$ cat src/rtl/bus_invert_pkg.sv
package bus_invert_pkg;

    typedef enum logic {
        POL_PLAIN  = 1'b0,
        POL_INVERT = 1'b1
    } polarity_e;

    // Width needed to hold a count of 0..lines
    function automatic int unsigned count_width(input int unsigned lines);
        return $clog2(lines + 1);
    endfunction

endpackage

$ cat src/rtl/bi_popcount.sv
module bi_popcount #(
    parameter int W  = 9,
    parameter int CW = 4
) (
    input  logic [W-1:0]  vec,
    output logic [CW-1:0] ones
);
    always_comb begin
        ones = '0;
        for (int i = 0; i < W; i++) begin
            ones = ones + CW'(vec[i]);
        end
    end
endmodule

$ cat src/rtl/bi_polarity_select.sv
module bi_polarity_select
    import bus_invert_pkg::*;
#(
    parameter int DATA_W = 8,
    parameter int CW     = 4
) (
    input  logic [DATA_W-1:0] word,
    input  logic [DATA_W-1:0] bus_q,
    input  logic              inv_q,
    output polarity_e         pol,
    output logic [DATA_W-1:0] bus_next
);
    localparam int            LINES   = DATA_W + 1;
    localparam logic [CW:0]   LINES_V = (CW+1)'(LINES);

    logic [CW-1:0] data_flips;
    logic [CW-1:0] plain_cost;
    logic [CW:0]   plain_twice;

    bi_popcount #(.W(DATA_W), .CW(CW)) u_diff_cnt (
        .vec  (word ^ bus_q),
        .ones (data_flips)
    );

    // Cost of sending plain: data flips plus polarity line falling if high
    assign plain_cost  = data_flips + CW'(inv_q);
    assign plain_twice = {plain_cost, 1'b0};

    always_comb begin
        if (plain_twice > LINES_V) begin
            pol = POL_INVERT;
        end else if (plain_twice == LINES_V) begin
            pol = polarity_e'(inv_q);
        end else begin
            pol = POL_PLAIN;
        end
    end

    assign bus_next = (pol == POL_INVERT) ? ~word : word;
endmodule

$ cat src/rtl/bi_line_register.sv
module bi_line_register
    import bus_invert_pkg::*;
#(
    parameter int DATA_W = 8,
    parameter int CW     = 4
) (
    input  logic              clk,
    input  logic              rst,
    input  logic              load,
    input  logic [DATA_W-1:0] bus_next,
    input  polarity_e         pol_next,
    output logic [DATA_W-1:0] bus_q,
    output logic              inv_q,
    output logic [CW-1:0]     flips_q
);
    localparam int LINES = DATA_W + 1;

    logic [LINES-1:0] line_next;
    logic [LINES-1:0] line_q;
    logic [CW-1:0]    flips_next;

    assign line_next = {bus_next, pol_next == POL_INVERT};
    assign line_q    = {bus_q, inv_q};

    bi_popcount #(.W(LINES), .CW(CW)) u_flip_cnt (
        .vec  (line_next ^ line_q),
        .ones (flips_next)
    );

    always_ff @(posedge clk) begin
        if (rst) begin
            bus_q   <= '0;
            inv_q   <= 1'b0;
            flips_q <= '0;
        end else if (load) begin
            bus_q   <= bus_next;
            inv_q   <= (pol_next == POL_INVERT);
            flips_q <= flips_next;
        end
    end
endmodule

$ cat src/rtl/bi_decoder.sv
module bi_decoder #(
    parameter int DATA_W = 8
) (
    input  logic [DATA_W-1:0] bus_word,
    input  logic              bus_pol,
    output logic [DATA_W-1:0] word
);
    assign word = bus_word ^ {DATA_W{bus_pol}};
endmodule

$ cat src/rtl/bus_invert_codec.sv
module bus_invert_codec
    import bus_invert_pkg::*;
#(
    parameter int DATA_W = 8,
    parameter int CNT_W  = $clog2(DATA_W + 2)
) (
    input  logic              clk,
    input  logic              rst,
    input  logic              in_valid,
    input  logic [DATA_W-1:0] in_data,
    output logic [DATA_W-1:0] bus_data,
    output logic              bus_inv,
    output logic [CNT_W-1:0]  toggle_cnt,
    output logic [DATA_W-1:0] dec_data
);
    polarity_e         pol_sel;
    logic [DATA_W-1:0] bus_next;

    bi_polarity_select #(.DATA_W(DATA_W), .CW(CNT_W)) u_select (
        .word     (in_data),
        .bus_q    (bus_data),
        .inv_q    (bus_inv),
        .pol      (pol_sel),
        .bus_next (bus_next)
    );

    bi_line_register #(.DATA_W(DATA_W), .CW(CNT_W)) u_lines (
        .clk      (clk),
        .rst      (rst),
        .load     (in_valid),
        .bus_next (bus_next),
        .pol_next (pol_sel),
        .bus_q    (bus_data),
        .inv_q    (bus_inv),
        .flips_q  (toggle_cnt)
    );

    bi_decoder #(.DATA_W(DATA_W)) u_decode (
        .bus_word (bus_data),
        .bus_pol  (bus_inv),
        .word     (dec_data)
    );
endmodule

$ cat config.mk
export PLATFORM = sky130hd
export DESIGN_NAME = bus_invert_codec
export DESIGN_NICKNAME = d
export VERILOG_FILES = /design/src/rtl/bus_invert_pkg.sv /design/src/rtl/bi_popcount.sv /design/src/rtl/bi_polarity_select.sv /design/src/rtl/bi_line_register.sv /design/src/rtl/bi_decoder.sv /design/src/rtl/bus_invert_codec.sv
export SDC_FILE = /design/constraint.sdc
export NUM_CORES = 1
export LEC_CHECK = 0
export ABC_CLOCK_PERIOD_IN_PS = 6600
export BUFFER_PORTS_ARGS = -buffer_cell sky130_fd_sc_hd__buf_4
export CORE_MARGIN = 8
export CORE_UTILIZATION = 48
export CTS_BUF_LIST = sky130_fd_sc_hd__clkbuf_16
export CTS_CLUSTER_DIAMETER = 100
export DETAILED_ROUTE_END_ITERATION = 6
export PLACE_DENSITY = 0.76
export SYNTH_ARGS = -nofsm -noshare
export SYNTH_HDL_FRONTEND = slang
export SYNTH_SLANG_ARGS = --single-unit
$ cat constraint.sdc
create_clock -name clk -period 6.6 [get_ports clk]
set_clock_uncertainty 0.05 [all_clocks]
set_input_delay 0.66 -clock clk [delete_from_list [all_inputs] [get_ports clk]]
set_output_delay 0.66 -clock clk [all_outputs]
set_load 0.02 [all_outputs]
-- Word level (Yosys, flattened, before mapping)
Index checks and enable logic that the tools add are counted.
- bits in registers: 13
- input bits: 11
- output and inout bits: 21
- $add $sub $neg: 16
- magnitude comparators: 1
- multiplexer cells: 2
- bitwise gates (word level): 4
- operators by type and width (operator ; number):
    adder 4 x 1 -> 4 bit ; 10
    XOR 8 bit ; 2
    XOR 9 bit ; 1
    adder 3 x 1 -> 4 bit ; 2
    two-way mux 8 bit ; 1
    inverter 8 bit ; 1
    adder 2 x 1 -> 3 bit ; 2
    greater-than comparator 5 x 4 -> 1 bit, second input constant ; 1
    adder 1 x 1 -> 2 bit ; 2
    two-way mux 1 bit ; 1

-- Longest topological paths before layout
Gate-level depths: netlist of the first run.
- depth after elaboration: 21
- gate-level depth with buffers: 25
- mapped depth without buffers: 22

-- Modules after synthesis
Synthesis of the first run repeated with hierarchy kept, for this count alone.
- cell total of the unflattened synthesis: 190
- area, all modules: 1649.1 µm²
- by module, submodules not included (module ; times used ; cells each ; area each (µm²)):
    bi_polarity_select ; 1 ; 82 ; 583.1
    bi_line_register ; 1 ; 51 ; 553.0
    bi_popcount at u_lines.u_flip_cnt ; 1 ; 26 ; 239.0
    bi_popcount at u_select.u_diff_cnt ; 1 ; 22 ; 192.7
    bi_decoder ; 1 ; 9 ; 81.3

-- Worst setup path before layout of the first run
No wires, ideal clock.
- path kind: input port to flip-flop
- start: in in_data[0]
- end: reg u_lines.flips_q[1]
- setup time: 86 ps
- arrival: 6943 ps
- data required time: 6464 ps
- setup slack: -478 ps
- stages: 23
- path through: xor2_1 > fa_1 > inv_1 > fa_1 > fa_1 > inv_1 > fa_1 > inv_1 > fa_1 > nor2b_1 > clkbuf_2 > o22a_1 > buf_6 > buf_12 > xnor2_1 > fa_1 > fa_1 > fa_1 > inv_1 > fa_1 > inv_1 > fa_1 > a211oi_1
- word-level cells in the longest chain between the ends: 21
- elaborated cells between the ends (all ways): 22
- RTL lines (element ; line ; text):
    start: declaration ; bus_invert_codec.sv:10 ; input logic [DATA_W-1:0] in_data,
    XOR 8 bit ; bi_polarity_select.sv:21 ; .vec (word ^ bus_q),
    adder 1 x 1 -> 2 bit ; bi_popcount.sv:11 ; ones = ones + CW'(vec[i]);
    adder 2 x 1 -> 3 bit ; bi_popcount.sv:11 ;
    adder 3 x 1 -> 4 bit ; bi_popcount.sv:11 ;
    adder 4 x 1 -> 4 bit (4 in series) ; bi_popcount.sv:11 ;
    adder 4 x 1 -> 4 bit ; bi_polarity_select.sv:26 ; assign plain_cost = data_flips + CW'(inv_q);
    greater-than comparator 5 x 4 -> 1 bit ; bi_polarity_select.sv:30 ; if (plain_twice > LINES_V) begin
    two-way mux 1 bit ; bi_polarity_select.sv:30 ;
    two-way mux 8 bit ; bi_polarity_select.sv:39 ; assign bus_next = (pol == POL_INVERT) ? ~word : word;
    XOR 9 bit * ; bi_line_register.sv:26 ; .vec (line_next ^ line_q),
    adder 1 x 1 -> 2 bit ; bi_popcount.sv:11 ;
    adder 2 x 1 -> 3 bit ; bi_popcount.sv:11 ;
    adder 3 x 1 -> 4 bit ; bi_popcount.sv:11 ;
    adder 4 x 1 -> 4 bit (4 in series) ; bi_popcount.sv:11 ;
    adder 4 x 1 -> 4 bit * ; bi_popcount.sv:11 ;
    end signal: assignment ; bi_line_register.sv:38 ; flips_q <= flips_next;
    end: declaration ; bi_line_register.sv:14 ; output logic [CW-1:0] flips_q
Every way passes the cells marked *; elsewhere a longest branch is shown, timed or not.
A chain may end at the register's enable or synchronous reset.

-- Worst setup path in the final report of the first run
- start: in in_data[3]
- end: reg u_lines.flips_q[1]
- word-level cells in the longest chain between the ends: 19
- elaborated cells between the ends (all ways): 20
- RTL lines (element ; line):
    XOR 8 bit ; bi_polarity_select.sv:21
    adder 3 x 1 -> 4 bit ; bi_popcount.sv:11
    adder 4 x 1 -> 4 bit (4 in series) ; bi_popcount.sv:11
    adder 4 x 1 -> 4 bit ; bi_polarity_select.sv:26
    greater-than comparator 5 x 4 -> 1 bit ; bi_polarity_select.sv:30
    two-way mux 1 bit ; bi_polarity_select.sv:30
    two-way mux 8 bit ; bi_polarity_select.sv:39
    XOR 9 bit * ; bi_line_register.sv:26
    adder 1 x 1 -> 2 bit ; bi_popcount.sv:11
    adder 2 x 1 -> 3 bit ; bi_popcount.sv:11
    adder 3 x 1 -> 4 bit ; bi_popcount.sv:11
    adder 4 x 1 -> 4 bit (4 in series) ; bi_popcount.sv:11
    adder 4 x 1 -> 4 bit * ; bi_popcount.sv:11
Marked as above.

==> results of run 1 <==
[routing by layer]
layer	global-route usage, %	vias up	part of all wire (%)
li1	-	525	-
met1	16.4	522	44
met2	26.4	27	51
met3	2.45	9	3.0
met4	7.67	0	2.7
met5	0	-	0
[cells in the mapped netlist, types with 2 or more instances]
library cell,number
and3b_1,8
xor2_1,16
clkbuf_1,6
inv_1,13
mux2i_1,2
or3b_2,8
xnor2_1,10
fa_1,10
o221ai_1,16
nor2_1,4
nand2b_1,9
dfxtp_1,13
ha_1,4
a211oi_1,2
[state kept, by name (all words and copies together) (netlist names)]
register and cells:
u_lines.bus_q 8, u_lines.flips_q 4, u_lines.inv_q 1
[worst register-to-register path, delay by kind of cell, from the launching register on]
| kind | cells | cell delay [ns] |
|---|---|---|
| flip-flops | 1 | 0.36 |
| adder cells (fa/ha/maj) | 10 | 4.51 |
| XOR/XNOR | 2 | 0.41 |
| AND/OR/NAND/NOR | 1 | 0.15 |
| AO/OA/AOI/OAI | 2 | 0.45 |
| buffers and inverters | 5 | 0.28 |
[metrics by stage]
step / hold slack [ns] / instance area, um2 / TNS, ns / instances / util (%)
floorplan: 0.494 / 1320 / 0 / 133 / -
global placement: 0.410 / 1600 / 0 / 195 / 60.2
detailed placement: 0.436 / 1600 / -0.240 / 195 / 60.2
CTS: 0.448 / 1680 / 0 / 199 / 63.1
global route: 0.487 / 1680 / -0.0444 / 199 / 63.2
finish: 0.441 / 1680 / 0 / 199 / 63.2
[path summary, 6_finish.rpt]
| path | end | cells past startpoint |
|---|---|---|
| setup / recovery | u_lines.flips_q[1]$_SDFFE_PP0P_ | 21 |
| hold / removal | u_lines.flips_q[0]$_SDFFE_PP0P_ | 2 |
| setup reg to reg | u_lines.flips_q[1]$_SDFFE_PP0P_ | 20 |
| hold reg to reg | u_lines.flips_q[0]$_SDFFE_PP0P_ | 2 |
[layout make-up]
cell class	instances	area share, %
timing repair buffer	41	18.3
clock buffer	3	4.46
clock inverter	1	0.223
sequential	13	15.5
inverter	14	3.13
tap	31	2.31
multi-input combinational	96	56.1
[timing repair]
| action | 4_1_cts | 5_1_grt |
|---|---|---|
| setup endpoints to repair | 0 | 2 |
| hold buffers | 0 | 0 |
| endpoints found under the hold margin | 0 | 0 |
| gates resized for setup | 0 | 1 |
[logic make-up (layout without fill, tap and decap cells)]
logic type | Yosys count | in the layout | share of synthesized area (%)
AOI/OAI and AO/OA | 22 | 22 | 14.3
DFF | 13 | 13 | 20.1
xor gates and xnor gates | 27 | 27 | 18.8
buffers and inverters | 24 | 59 | 8.87
adders and majority gates | 14 | 14 | 19.3
and+or+nand+nor | 31 | 31 | 17.2
muxes | 2 | 2 | 1.54
[cell usage in the layout, fill, tap and decap left out, types with 3 or more instances in the layout]
| cell type | n |
|---|---|
| buf_4 | 41 |
| o221ai_1 | 16 |
| xor2_1 | 15 |
| dfxtp_1 | 13 |
| inv_1 | 12 |
| xnor2_1 | 9 |
| nand2b_1 | 9 |
| or3b_2 | 8 |
| and3b_1 | 8 |
| fa_1 | 8 |
| nor2_1 | 4 |
| ha_1 | 4 |
| clkbuf_16 | 3 |
==> out/qor.csv, run 1 <==
metric,value,unit
top cell type by total area after synthesis,dfxtp_1,
Worst path slowest cell,fa_1,
pre-CTS WS,-0.143,ns
clock-pin slew on the worst setup and hold paths,0.05,ns
final WL,3.15,mm
proportion of layout cells with a drive suffix above 1,36.3,%
area grow syn2layout,29.6,%
pin count of the biggest net entering global routing,33,
Tmin final,6.42,ns
critical path cell sequence,buf_4 > xor2_2 > fa_1 > inv_1 > fa_1 > fa_1 > inv_1 > fa_2 > inv_2 > fa_1 > nor2b_1 > o22a_2 > xor2_1 > fa_1 > fa_1 > fa_1 > inv_1 > fa_2 > inv_2 > fa_1 > a211oi_1,
FF-to-FF setup slack,0.30,ns
Final setup viols,0,
top_reg_cell synth,dfxtp_1,
number of buffers inserted by port buffering,31,
final count of hold timing violations,0,
total track usage,14.8,%
Worst Tran Pin Value,0.428,ns
Num CTS Buffers,3,
CTS Root Cell,clkbuf_16,
hold_sp,u_lines.flips_q[0]$_SDFFE_PP0P_,
Final ANT Viol Nets,0,
unrepaired setup endpoints after global routing,yes,
total setup buffers inserted after CTS,0,
vias in the first global route,1170,
crit path capture type,flip-flop,
WP buf/inv,6,
Clock Latency Late Sink,0.25,ns
CTS tree,done,
via count,1083,
Worst Path Arrival,6.53,ns
Slew headroom,71.3,%
library cells used by synthesis,26,
outcome,"complete, no violations",
CP Max Fanout,5,
most frequent CP cell,fa_1,
Final #Nets,194,
Multi-input gate area,943,um2
Synth area leaders,"dfxtp_1 20%, fa_1 15%, o221ai_1 11%",
Fmax,0.156,GHz
cell row count,19,
wire per inst,15.8,um
launch point of the worst path,in_data[3],
share of Yosys cell area claimed by the top area cell type,20.1,%
Die X,68.0,um
Clock Sinks,13,
"Avg Cell Area, Syn",9.76,um2
synthesized flop and latch total,13,
DR DRC count,0,
Initial Util,48.7,%
Synth Cell Area,1300,um2
Synth Warn #,0,
# IOs,32,
FF-to-FF Start,u_lines.bus_q[3]$_SDFFE_PP0P_,
number of enable flip-flop cells after synthesis,0,
chip height,68.0,um
core area,2660,um2
number of max-cap violations,0,
syn nets,158,
H-tree lvl count,1,
CP Class,in2reg,
GRT overflow,0,
Fillers,228,
startpoint types,input pin,
Die Area,4620,um2
clk buf depth,2,
initial antenna violation count,0,
Final period util,97.3,%
Post-DP HPWL,2.42,mm
global-route wire length before repair,5.24,mm
register area,260,um2
"Seq/Total Area, Yosys",20.1,%
Pre-Repair DR Iteration Count,4,
CP top delay family,adder cells,
hold crit path type,reg2reg,
fraction of registers with async set/reset,0,%
cells after synthesis,133,
Setup WS post-layout,0.176,ns
Worst EP required,6.71,ns
DRT iter0 DRCs,21,
CP max stage delay,0.55,ns
max-slew violation count,0,
n_diodes,0,
vias per cell,5.44,
Placer Congestion,0.787,
Power of run 1 is not shown: default switching activity piles up to over one toggle a cycle in this logic, so the estimate is an artifact.
==> inputs of run 2 (changes only) <==
Settings changed: ABC_CLOCK_PERIOD_IN_PS 6600 to 6070, CORE_UTILIZATION 48 to 50.
Clock period 6.6 ns to 6.07 ns, I/O delays scaled along.
==> run 2 against run 1 <==
The flow now finishes with violations (negative setup slack). Critical path depth is the same. Die area shrank 3.1%. Largest cell class unchanged. Sequential share of layout area shrank 1.4 points. Flip-flop and latch count is the same. Non-clock buffer count grew 12. First-iteration DRC count grew 71%. Register-to-register slack lost 0.55 ns. Global-route usage grew 2.4 points. Via count grew 7.9%. Count of clock-buffer cells in the layout is the same. Routed wire length grew 15%. Critical endpoint unchanged. Worst hold slack is essentially flat.
==> out/qor.csv, run 2 (synthesis gave the netlist of run 1 again) <==
metric,value,unit,change
CP top delay family,adder cells,,
Clock Sinks,13,,unchanged
"commonest cells after routing, fill and taps aside","51 x buf_4, 16 x o221ai_1, 13 x xor2_1, 13 x dfxtp_1, 10 x inv_1",,
final count of hold timing violations,0,,unchanged
outcome,"complete, but fails checks",,
area grow syn2layout,42.3,%,
Clock Latency Late Sink,0.25,ns,about the same
worst hold slack,0.441,ns,-0.000234 ns
Die X,66.9,um,-1.5%
clk buf depth,2,,unchanged
Worst Tran Pin Value,0.397,ns,-0.0309 ns
via count,1169,,+7.9%
vias in the first global route,1318,,+13%
FF-to-FF setup slack,-0.25,ns,-0.55 ns
Fillers,174,,-24%
CTS tree,done,,
Worst Path Arrival,6.50,ns,-0.03 ns
launch point of the worst path,in_data[3],,
register area,260,um2,unchanged
startpoint types,input pin,,
CP Max Fanout,5,,unchanged
Top reg by flops,u_lines.bus_q,,
core area,2480,um2,-7.0%
FF-to-FF Start,u_lines.bus_q[3]$_SDFFE_PP0P_,,
global-route wire length before repair,6.02,mm,+15%
cell row count,18,,-1
Multi-input gate area,1010,um2,+6.9%
Placer Congestion,0.802,,+2.0%
Num CTS Buffers,3,,unchanged
total track usage,17.2,%,+2.4 points
hold crit path type,reg2reg,,
crit path capture type,flip-flop,,
GRT overflow,0,,unchanged
Final ANT Viol Nets,0,,unchanged
Final period util,105,%,
# IOs,32,,unchanged
TNS Setup,-0.594,ns,-0.594 ns
Die Area,4480,um2,-3.1%
number of max-cap violations,0,,unchanged
CP endpoint,u_lines.flips_q[1]$_SDFFE_PP0P_,,
Pre-Repair DR Iteration Count,4,,unchanged
max reg flops,8,,unchanged
max-slew violation count,0,,unchanged
H-tree lvl count,1,,unchanged
top flop regs,"u_lines.bus_q (8), u_lines.flips_q (4), u_lines.inv_q (1)",,
most frequent CP cell,fa_1,,
Final Instance Count excl. Fillers,210,,+5.5%
number of buffers inserted by port buffering,31,,unchanged
"commonest non-fill, non-tap cell in the layout",buf_4,,
initial antenna violation count,0,,unchanged
Worst EP required,6.19,ns,-0.52 ns
Slew headroom,73.4,%,+2.2 points
pin count of the biggest net entering global routing,33,,unchanged
worst reg-to-reg path cell count,20,,unchanged
DR DRC count,0,,unchanged
Post-Place Cells,203,,+4.1%
CTS Root Cell,clkbuf_16,,
wire per inst,17.2,um,+9.1%
clock-pin slew on the worst setup and hold paths,0.05,ns,about the same
violated checks,negative setup slack,,
vias per cell,5.57,,+2.3%
critical path cell sequence,buf_8 > xor2_4 > fa_1 > inv_1 > fa_1 > fa_1 > inv_2 > fa_2 > inv_2 > fa_1 > nor2b_4 > o22a_4 > xor2_2 > fa_1 > fa_1 > fa_1 > inv_2 > fa_2 > inv_2 > fa_2 > a211oi_2,,
hold_buf cts,0,,unchanged
Setup WS post-layout,-0.309,ns,-0.485 ns
Worst path slowest cell,fa_1,,
Tmin final,6.38,ns,
Fmax,0.157,GHz,
Crit path depth,21,,unchanged
Initial Util,52.4,%,+3.6 points
final WL,3.62,mm,+15%
CP max stage delay,0.57,ns,+0.02 ns
CP Class,in2reg,,
Worst R2R End,u_lines.flips_q[1]$_SDFFE_PP0P_,,
Final #Nets,206,,+6.2%
Final setup viols,3,,+3
DRT iter0 DRCs,36,,+71%
n_diodes,0,,unchanged
proportion of layout cells with a drive suffix above 1,45.0,%,+8.7 points
WP buf/inv,6,,unchanged
chip height,66.9,um,-1.5%
unrepaired setup endpoints after global routing,yes,,
Post-DP HPWL,2.54,mm,+4.8%
run 2: changes by cell type in the layout (fill, tap and decap cells not counted), moves of 2 or more:
cell	change
buf_4	+10
inv_1	-2
xor2_1	-2
inv_2	+2
run 2: worst min path at each step:
stage          depth (start not counted)  slack, ns                               to                             from
2_1_floorplan                          2       0.50  u_lines.flips_q[3]$_SDFFE_PP0P_  u_lines.flips_q[3]$_SDFFE_PP0P_
3_3_place_gp                           2       0.42  u_lines.flips_q[3]$_SDFFE_PP0P_  u_lines.flips_q[3]$_SDFFE_PP0P_
3_5_place_dp                           2       0.43  u_lines.flips_q[3]$_SDFFE_PP0P_  u_lines.flips_q[3]$_SDFFE_PP0P_
4_1_cts                                2       0.44  u_lines.flips_q[3]$_SDFFE_PP0P_  u_lines.flips_q[3]$_SDFFE_PP0P_
5_1_grt                                2       0.46  u_lines.flips_q[3]$_SDFFE_PP0P_  u_lines.flips_q[3]$_SDFFE_PP0P_
6_report                               2       0.44  u_lines.flips_q[3]$_SDFFE_PP0P_  u_lines.flips_q[3]$_SDFFE_PP0P_
run 2: worst register-to-register path: cells and delay by family (launching register included):
kind | cells | cell delay, ns
simple gates | 1 | 0.15
compound gates | 2 | 0.41
fa+ha+maj | 10 | 4.60
flops | 1 | 0.36
xor+xnor | 2 | 0.40
buf+inv | 5 | 0.28
run 2: cell type report:
class,count,area share [%]
multi-input combinational,96,54.6
timing repair buffer,53,22.2
sequential,13,14.1
clock buffer,3,4.07
inverter,14,2.85
tap,30,2.03
clock inverter,1,0.203
run 2: what timing repair did:
action,in CTS,in global routing
pin swaps,4,0
resized for setup,9,4
gates cloned,0,0
hold endpoints to repair,0,0
buffers inserted,3,0
setup endpoints to repair,4,4
run 2: layer usage:
metal	up-vias	GRT usage, %	routed length, um
met5	-	0	0
met3	9	3.52	155
met2	33	28.2	1800
li1	553	-	-
met4	0	8.36	85
met1	574	20.8	1580
run 2: per-stage QoR:
stage | worst slack [ns] | util, % | cell area, um2
6_report | -0.309 | 74.5 | 1850
3_3_place_gp | -0.479 | 68.1 | 1690
3_5_place_dp | -0.670 | 68.1 | 1690
2_1_floorplan | -0.447 | - | 1340
4_1_cts | -0.283 | 73.9 | 1830
5_1_grt | -0.516 | 74.5 | 1850
Power of run 2 is left out for the same reason.
